--- config.mk ---
export PLATFORM = sky130hd
export DESIGN_NAME = stepVarBank
export DESIGN_NICKNAME = d
export VERILOG_FILES = /design/src/rtl/stepVarPkg.sv /design/src/rtl/stepVarCtrl.sv /design/src/rtl/stepVarDatapath.sv /design/src/rtl/stepVarBank.sv
export SDC_FILE = /design/constraint.sdc
export NUM_CORES = 1
export LEC_CHECK = 0
export ABC_AREA = 1
export BUFFER_PORTS_ARGS = -buffer_cell sky130_fd_sc_hd__clkbuf_2
export CELL_PAD_IN_SITES_DETAIL_PLACEMENT = 2
export CELL_PAD_IN_SITES_GLOBAL_PLACEMENT = 2
export CORE_MARGIN = 3
export CORE_UTILIZATION = 32
export CTS_CLUSTER_SIZE = 16
export DETAILED_ROUTE_END_ITERATION = 10
export MAX_ROUTING_LAYER = met4
export PLACE_DENSITY = 0.82
export REMOVE_ABC_BUFFERS = 1
export SYNTH_ARGS = -nofsm -noshare
export SYNTH_HDL_FRONTEND = slang
export SYNTH_SLANG_ARGS = --single-unit
export TNS_END_PERCENT = 1
--- constraint.sdc ---
create_clock -name clk -period 5.9 [get_ports clk]
set_input_delay 0.295 -clock clk [delete_from_list [all_inputs] [get_ports clk]]
set_output_delay 0.295 -clock clk [all_outputs]
set_load 0.005 [all_outputs]
--- src/rtl/stepVarPkg.sv ---
package stepVarPkg;
  typedef struct packed {
    logic commit;
    logic load;
    logic clear;
  } strobe_t;
endpackage

--- src/rtl/stepVarCtrl.sv ---
module stepVarCtrl
  import stepVarPkg::*;
(
  input  logic    clk,
  input  logic    rstN,
  input  logic    step,
  input  logic    tock,
  input  logic    errClear,
  input  logic    raceHit,
  input  logic    rangeHit,
  output strobe_t strobes,
  output logic    raceErr,
  output logic    rangeErr
);
  always_comb begin
    strobes.commit = step;
    strobes.load   = tock & ~step;
    strobes.clear  = errClear;
  end

  always_ff @(posedge clk) begin
    if (!rstN) begin
      raceErr  <= 1'b0;
      rangeErr <= 1'b0;
    end else begin
      if (raceHit)       raceErr <= 1'b1;
      else if (errClear) raceErr <= 1'b0;
      if (rangeHit)       rangeErr <= 1'b1;
      else if (errClear)  rangeErr <= 1'b0;
    end
  end

  AST_RACE_LATCH: assert property (@(posedge clk) disable iff (!rstN)
    raceHit |=> raceErr);
  AST_RANGE_LATCH: assert property (@(posedge clk) disable iff (!rstN)
    rangeHit |=> rangeErr);
  AST_RACE_STICKY: assert property (@(posedge clk) disable iff (!rstN)
    (raceErr && !errClear) |=> raceErr);
  AST_RANGE_STICKY: assert property (@(posedge clk) disable iff (!rstN)
    (rangeErr && !errClear) |=> rangeErr);
endmodule

--- src/rtl/stepVarDatapath.sv ---
module stepVarDatapath
  import stepVarPkg::*;
#(
  parameter int NUM_VARS  = 8,
  parameter int DATA_W    = 8,
  parameter int NUM_PORTS = 4,
  localparam int IDX_W    = (NUM_VARS > 1) ? $clog2(NUM_VARS) : 1
) (
  input  logic                          clk,
  input  logic                          rstN,
  input  strobe_t                       strobes,
  input  logic [NUM_VARS*DATA_W-1:0]    maxInit,
  input  logic [NUM_VARS-1:0]           extLoadEn,
  input  logic [NUM_VARS*DATA_W-1:0]    extLoadData,
  input  logic [NUM_PORTS-1:0]          wrValid,
  input  logic [NUM_PORTS*IDX_W-1:0]    wrIdx,
  input  logic [NUM_PORTS*DATA_W-1:0]   wrData,
  output logic [NUM_VARS*DATA_W-1:0]    varValues,
  output logic [NUM_VARS-1:0]           changed,
  output logic                          raceHit,
  output logic                          rangeHit
);
  logic [DATA_W-1:0] vals     [NUM_VARS];
  logic [DATA_W-1:0] maxReg   [NUM_VARS];
  logic [DATA_W-1:0] pendData [NUM_VARS];
  logic [DATA_W-1:0] nextData [NUM_VARS];
  logic [NUM_VARS-1:0] pendValid;
  logic [NUM_VARS-1:0] nextValid;
  logic [NUM_VARS-1:0] loadOk;

  // Merge this cycle's port writes into the pending buffer, lowest port first.
  always_comb begin
    logic [IDX_W-1:0]  pIdx;
    logic [DATA_W-1:0] pData;
    nextValid = pendValid;
    nextData  = pendData;
    raceHit   = 1'b0;
    rangeHit  = 1'b0;
    for (int p = 0; p < NUM_PORTS; p++) begin
      pIdx  = wrIdx[p*IDX_W +: IDX_W];
      pData = wrData[p*DATA_W +: DATA_W];
      if (wrValid[p]) begin
        if (int'(pIdx) >= NUM_VARS) begin
          rangeHit = 1'b1;
        end else if (pData > maxReg[pIdx]) begin
          rangeHit = 1'b1;
        end else if (nextValid[pIdx]) begin
          raceHit = 1'b1;
        end else begin
          nextValid[pIdx] = 1'b1;
          nextData[pIdx]  = pData;
        end
      end
    end
    for (int i = 0; i < NUM_VARS; i++) begin
      loadOk[i] = strobes.load && extLoadEn[i] &&
                  (extLoadData[i*DATA_W +: DATA_W] <= maxReg[i]);
      if (strobes.load && extLoadEn[i] &&
          (extLoadData[i*DATA_W +: DATA_W] > maxReg[i]))
        rangeHit = 1'b1;
    end
  end

  always_ff @(posedge clk) begin
    if (!rstN) begin
      for (int i = 0; i < NUM_VARS; i++) begin
        vals[i]     <= '0;
        pendData[i] <= '0;
        maxReg[i]   <= maxInit[i*DATA_W +: DATA_W];
      end
      pendValid <= '0;
      changed   <= '0;
    end else if (strobes.commit) begin
      for (int i = 0; i < NUM_VARS; i++) begin
        if (nextValid[i]) vals[i] <= nextData[i];
        changed[i] <= nextValid[i] && (nextData[i] != vals[i]);
      end
      pendValid <= '0;
    end else begin
      pendValid <= nextValid;
      pendData  <= nextData;
      if (strobes.load) begin
        for (int i = 0; i < NUM_VARS; i++) begin
          if (loadOk[i]) vals[i] <= extLoadData[i*DATA_W +: DATA_W];
          changed[i] <= loadOk[i] && (extLoadData[i*DATA_W +: DATA_W] != vals[i]);
        end
      end
    end
  end

  for (genvar g = 0; g < NUM_VARS; g++) begin : g_flat
    assign varValues[g*DATA_W +: DATA_W] = vals[g];
    AST_WITHIN_MAX: assert property (@(posedge clk) disable iff (!rstN)
      vals[g] <= maxReg[g]);
  end

  AST_VALUES_HOLD: assert property (@(posedge clk) disable iff (!rstN)
    (!strobes.commit && !strobes.load) |=> $stable(varValues));
  AST_CHANGED_HOLD: assert property (@(posedge clk) disable iff (!rstN)
    (!strobes.commit && !strobes.load) |=> $stable(changed));
  AST_QUIET_COMMIT: assert property (@(posedge clk) disable iff (!rstN)
    (strobes.commit && nextValid == '0) |=> (changed == '0 && $stable(varValues)));
endmodule

--- src/rtl/stepVarBank.sv ---
module stepVarBank
  import stepVarPkg::*;
#(
  parameter int NUM_VARS  = 8,
  parameter int DATA_W    = 8,
  parameter int NUM_PORTS = 4,
  localparam int IDX_W    = (NUM_VARS > 1) ? $clog2(NUM_VARS) : 1
) (
  input  logic                        clk,
  input  logic                        rstN,
  input  logic [NUM_VARS*DATA_W-1:0]  maxInit,
  input  logic                        tock,
  input  logic                        step,
  input  logic [NUM_VARS-1:0]         extLoadEn,
  input  logic [NUM_VARS*DATA_W-1:0]  extLoadData,
  input  logic [NUM_PORTS-1:0]        wrValid,
  input  logic [NUM_PORTS*IDX_W-1:0]  wrIdx,
  input  logic [NUM_PORTS*DATA_W-1:0] wrData,
  input  logic                        errClear,
  output logic [NUM_VARS*DATA_W-1:0]  varValues,
  output logic [NUM_VARS-1:0]         changed,
  output logic                        raceErr,
  output logic                        rangeErr
);
  strobe_t strobes;
  logic    raceHit;
  logic    rangeHit;

  stepVarCtrl ctrl_i (
    .clk(clk), .rstN(rstN), .step(step), .tock(tock), .errClear(errClear),
    .raceHit(raceHit), .rangeHit(rangeHit), .strobes(strobes),
    .raceErr(raceErr), .rangeErr(rangeErr)
  );

  stepVarDatapath #(
    .NUM_VARS(NUM_VARS), .DATA_W(DATA_W), .NUM_PORTS(NUM_PORTS)
  ) dp_i (
    .clk(clk), .rstN(rstN), .strobes(strobes), .maxInit(maxInit),
    .extLoadEn(extLoadEn), .extLoadData(extLoadData),
    .wrValid(wrValid), .wrIdx(wrIdx), .wrData(wrData),
    .varValues(varValues), .changed(changed),
    .raceHit(raceHit), .rangeHit(rangeHit)
  );
endmodule

== Word level (Yosys, flattened, before mapping) ==
Memories as Yosys holds them, arrays and structs flattened.
Cells that the tools add are included.

* Add/subtract/negate cells: 0
* $mul: 0
* Div/mod/pow operators: 0
* Magnitude comparators: 36
* Eq/ne operators: 16
* Shift-type cells: 0
* Muxes and demuxes: 174
* Bitwise gates (word level): 27
* Reduce and logical (&&, ||, !) cells: 52

{| class="wikitable"
|+ Operator list
! kind !! number
|-
| $mux W64 || 12
|-
| $mux W8 || 34
|-
| $bwmux W64 || 4
|-
| $ne A8 B8 Y1 || 16
|-
| $mux W1 || 112
|-
| $demux W8 S3 || 4
|-
| $gt A8 B8 Y1 || 12
|-
| $le A8 B8 Y1 || 8
|-
| $logic_and A1 B1 Y1 || 48
|-
| $or A8 B8 Y8 || 4
|-
| $ge A4 B4 Y1 const B || 4
|-
| $lt A3 B4 Y1 const B || 4
|-
| $lt A4 B1 Y1 const B || 4
|-
| $not A3 Y4 || 4
|-
| $or A1 B1 Y1 || 16
|-
| $bmux W1 S3 || 4
|-
| $demux W1 S3 || 4
|-
| $ge A3 B1 Y1 const B || 4
|-
| $reduce_bool A2 Y1 || 3
|-
| $not A1 Y1 || 2
|-
| $reduce_or A2 Y1 || 1
|-
| $and A1 B1 Y1 || 1
|}

* Register bits: 82
* Bits in latches: 0
* Bits in writable memories: 128
* Bits in read-only memories: 0
* Output and inout port bits: 74
* Logic and storage cells: 319
* Memories kept: 2

{| class="wikitable"
|+ Memory list
! memory !! words !! width !! read ports !! clocked after Yosys merged registers in !! wr ports !! RTL line !! text
|-
| dp_i.maxReg || 8 || 8 || 12 || 0 || 8 || stepVarDatapath.sv:24 || <nowiki>logic [DATA_W-1:0] maxReg [NUM_VARS];</nowiki>
|-
| dp_i.vals || 8 || 8 || 8 || 0 || 8 || stepVarDatapath.sv:23 || <nowiki>logic [DATA_W-1:0] vals [NUM_VARS];</nowiki>
|}

== Logic depth before layout (Yosys ltp) ==
* Depth in word-level cells: 29
* Gate-level depth with buffers: 39

== Hierarchy ==
From an unflattened synthesis, not the netlist that was laid out.

* Cell total of the unflattened synthesis: 2832
* Area total of the unflattened synthesis: 18597.8 µm²

{| class="wikitable"
|+ Modules (own cells, without submodules)
! module !! times used !! cells an instance !! area each (µm²) !! sequential area each (µm²)
|-
| stepVarDatapath || 1 || 2818 || 18502.7 || 5445.2
|-
| stepVarCtrl || 1 || 14 || 95.1 || 40.0
|}

== Worst setup path after synthesis ==
OpenSTA, ideal clock, no wires.

* Path type: input-to-reg
* Start point: input wrIdx[4]
* End point: memory dp_i.vals[6][0] (netlist: dp_i.vals[1][16]), enable pin
* Arrival: 3.950 ns
* Required time: 5.516 ns
* Path slack: 1.566 ns
* Stages on the path: 24
* Path buffers: 2
* Cells stage by stage: inv_2 nor3_2 clkbuf_1 a22oi_1 o2111ai_1 inv_1 ha_1 nand2_1 inv_1 nand2_1 nand2_1 nand2_1 a21oi_1 o31ai_1 inv_2 o31ai_1 nand2_1 nand2_1 nor2_2 buf_4 nand3_2 inv_2 nor2_1 o21ai_0

{| class="wikitable"
|+ RTL lines
! what !! RTL line !! text
|-
| from (decl) || stepVarBank.sv:17 || <nowiki>input logic [NUM_PORTS*IDX_W-1:0] wrIdx,</nowiki>
|-
| to (decl) || stepVarDatapath.sv:23 ||
|}

==> summary.md <==
| Metric | Value |
|---|---|
| CP endpoint | `dp_i.vals[0][8]$_SDFFCE_PN0P_` |
| Worst setup EP type | `flop` |
| Residual DRC | `0` |
| Register area | `about 0.0055 mm2` |
| Lkg Pwr | `around 11 nW` |
| Minimum clock period after layout | `between 5 and 6 ns` |
| Via Count | `roughly 23000` |
| I/O pin total | `~260` |
| DR pass1 iterations | `6` |
| Global-route wire length before repair | `between 150 and 200 mm` |
| Total GRT Usage | `between 40% and 50%` |
| RSZ-0062 raised after global routing | `no` |
| Rel. slew slack | `21.6%` |
| Status | `finished, final reports clean` |
| Post-synthesis cell type count | `55` |
| VDD IR max | `about 0.27 mV` |
| Post-synth top flop | `edfxtp_1` |
| Max FO, Critical Path | `17` |
| Synthesis-to-layout area growth | `24.4%` |
| Setup WS post-layout | `roughly 0.2 ns` |
| Core Region | `roughly 0.057 mm2` |
| Largest net degree at the start of global routing | `57` |
| Critical Path RT | `6.30 ns` |
| Number of global-route vias before repair | `approximately 25000` |
| Maximum clock path buffer count | `3` |
| Clock Pin Slew Worst Setup and Hold Paths | `about 0.080 ns` |
| DIE HEIGHT | `between 200 and 250 um` |
| Netlist Area Pre-Place | `0.0184 mm2` |
| GPL Wtd Cong | `about 1.1` |
| Sum Neg Setup Slack | `0 ns` |
| Crit path kind | `reg2reg` |
| Die X | `around 250 um` |
| CTS Sinks | `210` |
| TritonCTS clock tree | `done` |
| Final Cycle Share | `roughly 97%` |
| Share of cells above drive strength 1 | `between 15 and 20%` |
| Total CTS buffers | `28` |
| Die Footprint | `~0.061 mm2` |
| R2R cell count | `26` |
| Area of the multi-input gates | `0.0110 mm2` |
| Fin. max-slew vios | `0` |
| Hold WC Path Type | `in2reg` |
| Final wirelength | `between 100 and 150 mm` |
| Maximum clock rate | `approximately 180 MHz` |
| Routed length per instance | `30.7 um` |
| Ys async rst share | `0%` |
| Port bufs | `262` |
| Number of synthesized flops with an enable pin | `~130` |
| Iter 0 DRT Violations | `about 2200` |
| Clk_skew | `0.0541 ns` |
| Final HPWL DP | `89.0 mm` |
| Post-Syn Instances | `between 2000 and 3000` |
| Final Setup Violations | `0` |
| Most frequent cells in the layout | `nand2_1, inv_1, nand3_1` |
| Reg2Reg Setup Slack | `~0.20 ns` |
| Syn. warnings | `0` |
| Max Cap Viol | `0` |
| Commonest non-fill, non-tap cell in the layout | `nand2_1` |
| Root Buffer Master | `clkbuf_16` |
| # fillers | `just under 7000` |
| H-tree Lvls | `1` |
| Pwr dens | `roughly 250 mW/mm2` |
| Seq/Total Area, Yosys | `29.8%` |
| Arrival time at the worst endpoint | `approximately 6 ns` |
| Initial antenna violation count | `10` |
| Worst slew pin tran | `around 1.2 ns` |
| Clk_lat worst skew | `roughly 0.63 ns` |
| Flop and latch count out of synthesis | `210` |
| Final hold vios | `0` |
| Initial Util | `between 30% and 40%` |
| Vias per cell | `5.92` |
| CP Launch Type | `flop` |
| Critical R2R Launch | `dp_i.maxReg[0][6]$_DFFE_PN_` |
| Total grt overflow | `0` |
| DRT antenna net count | `0` |
| Final net count | `3462` |
| R2R Path End | `dp_i.vals[0][8]$_SDFFCE_PN0P_` |
| Rows | `between 80 and 90` |
| Crit path from | `dp_i.maxReg[0][6]$_DFFE_PN_` |
| Syn avg cell area | `6.62 um2` |
| Post-CTS Setup Repair Bufs | `0` |
| Worst slack at placement | `approximately 0.15 ns` |
[cells in the mapped netlist (all sizes together), types with 53 or more instances]
library cell,count,area [um2]
a21oi,87,435
clkbuf,53,199
dfxtp,82,1640
edfxtp,128,3840
ha,96,1200
inv,384,1440
nand2,780,2990
nand3,304,1570
nand4,77,482
nor2,236,955
o21ai,176,892
o22ai,63,394
xnor2,60,526
[worst min path at each step]
stage / endpoint / depth (start not counted) / startpoint
finish: ctrl_i.raceErr$_SDFFE_PN0P_ / 3 / wrValid[3]
floorplan: dp_i.maxReg[0][0]$_DFFE_PN_ / 0 / maxInit[0]
global route: ctrl_i.raceErr$_SDFFE_PN0P_ / 3 / wrValid[3]
CTS: ctrl_i.raceErr$_SDFFE_PN0P_ / 3 / wrValid[3]
detailed placement: dp_i.maxReg[1][3]$_DFFE_PN_ / 1 / maxInit[11]
global placement: dp_i.maxReg[4][0]$_DFFE_PN_ / 1 / maxInit[32]
[registers in the layout, summed over array words and instances (netlist names)]
signal           count
ctrl_i.rangeErr      1
dp_i.changed         8
dp_i.pendValid       8
ctrl_i.raceErr       1
dp_i.vals           64
dp_i.pendData       64
dp_i.maxReg         64
[area by class of cell]
cell class	count	share of cell area [%]
Antenna cell	10	0.109
Clock buffer	40	3.34
Clock inverter	12	0.890
Inverter	405	6.65
Multi-Input combinational cell	2074	47.9
Sequential cell	210	23.9
Tap cell	756	4.13
Timing Repair Buffer	458	13.0
[routing by layer]
| layer | global-route usage [%] | wire length (um) | vias up |
|---|---|---|---|
| met5 | - | 0 | - |
| met4 | 21.5 | 7520 | 0 |
| met3 | 7.66 | 10800 | 331 |
| met2 | 63.2 | 55000 | 1211 |
| met1 | 49.3 | 48600 | 11800 |
| li1 | - | - | 10100 |
[power breakdown]
group          internal (W)  switching [W]  leakage [nW]
sequential          0.00169       0.000156          1.97
combinational      0.000603        0.00129          8.84
clock               0.00112       0.000806         0.473
[worst max-delay path, stage by stage (launching register included)]
cell and delay, ns:
edfxtp_1 0.46, inv_1 0.36, o22ai_1 0.19, a221oi_1 0.34, o2111ai_1 0.25, inv_1 0.12
ha_1 0.12, nand2_1 0.07, nor2_1 0.29, nand2_1 0.10, nand2_1 0.11, nand2_2 0.26
nand2_4 0.29, nand2_1 0.15, a31oi_1 0.20, o31ai_1 0.14, nand2_1 0.09, nand2_1 0.08
nor2_4 0.23, nand2_1 0.13, inv_2 0.35, a21oi_1 0.12, buf_4 0.18, nor2_1 0.18
o21ai_2 0.09, buf_4 0.21, a21oi_1 0.33
[cell families (layout without fill, tap and decap cells)]
family	count (synthesis)	after routing	share of synthesized area [%]
compound gates	429	429	13.9
fa+ha+maj	96	96	6.52
flops	210	210	29.8
simple gates	1484	1485	35.9
buf+inv	502	915	10.9
xor+xnor	64	64	3.04
other cells	0	10	0
[what timing repair did]
item / 4_1_cts / 5_1_grt
endpoints found under the hold margin: 64 / 0
setup endpoints to repair: 0 / 14
hold buffers: 64 / 0
gates resized for setup: 0 / 4
[metrics by stage]
stage	std cells	hold WS (ns)	instance area [um2]	utilization, %	total power (W)
4_1_cts	3954	0.00311	22900	40.3	0.00557
6_report	3965	0.0157	22900	40.4	0.00567
5_1_grt	3961	0.0469	22900	40.4	0.00588
3_3_place_gp	3838	0.472	21300	37.5	0.00352
2_1_floorplan	2688	0.394	17900	-	0.00272
3_5_place_dp	3838	0.474	21300	37.5	0.00363
No activity file was read; power rests on OpenSTA's default activity.
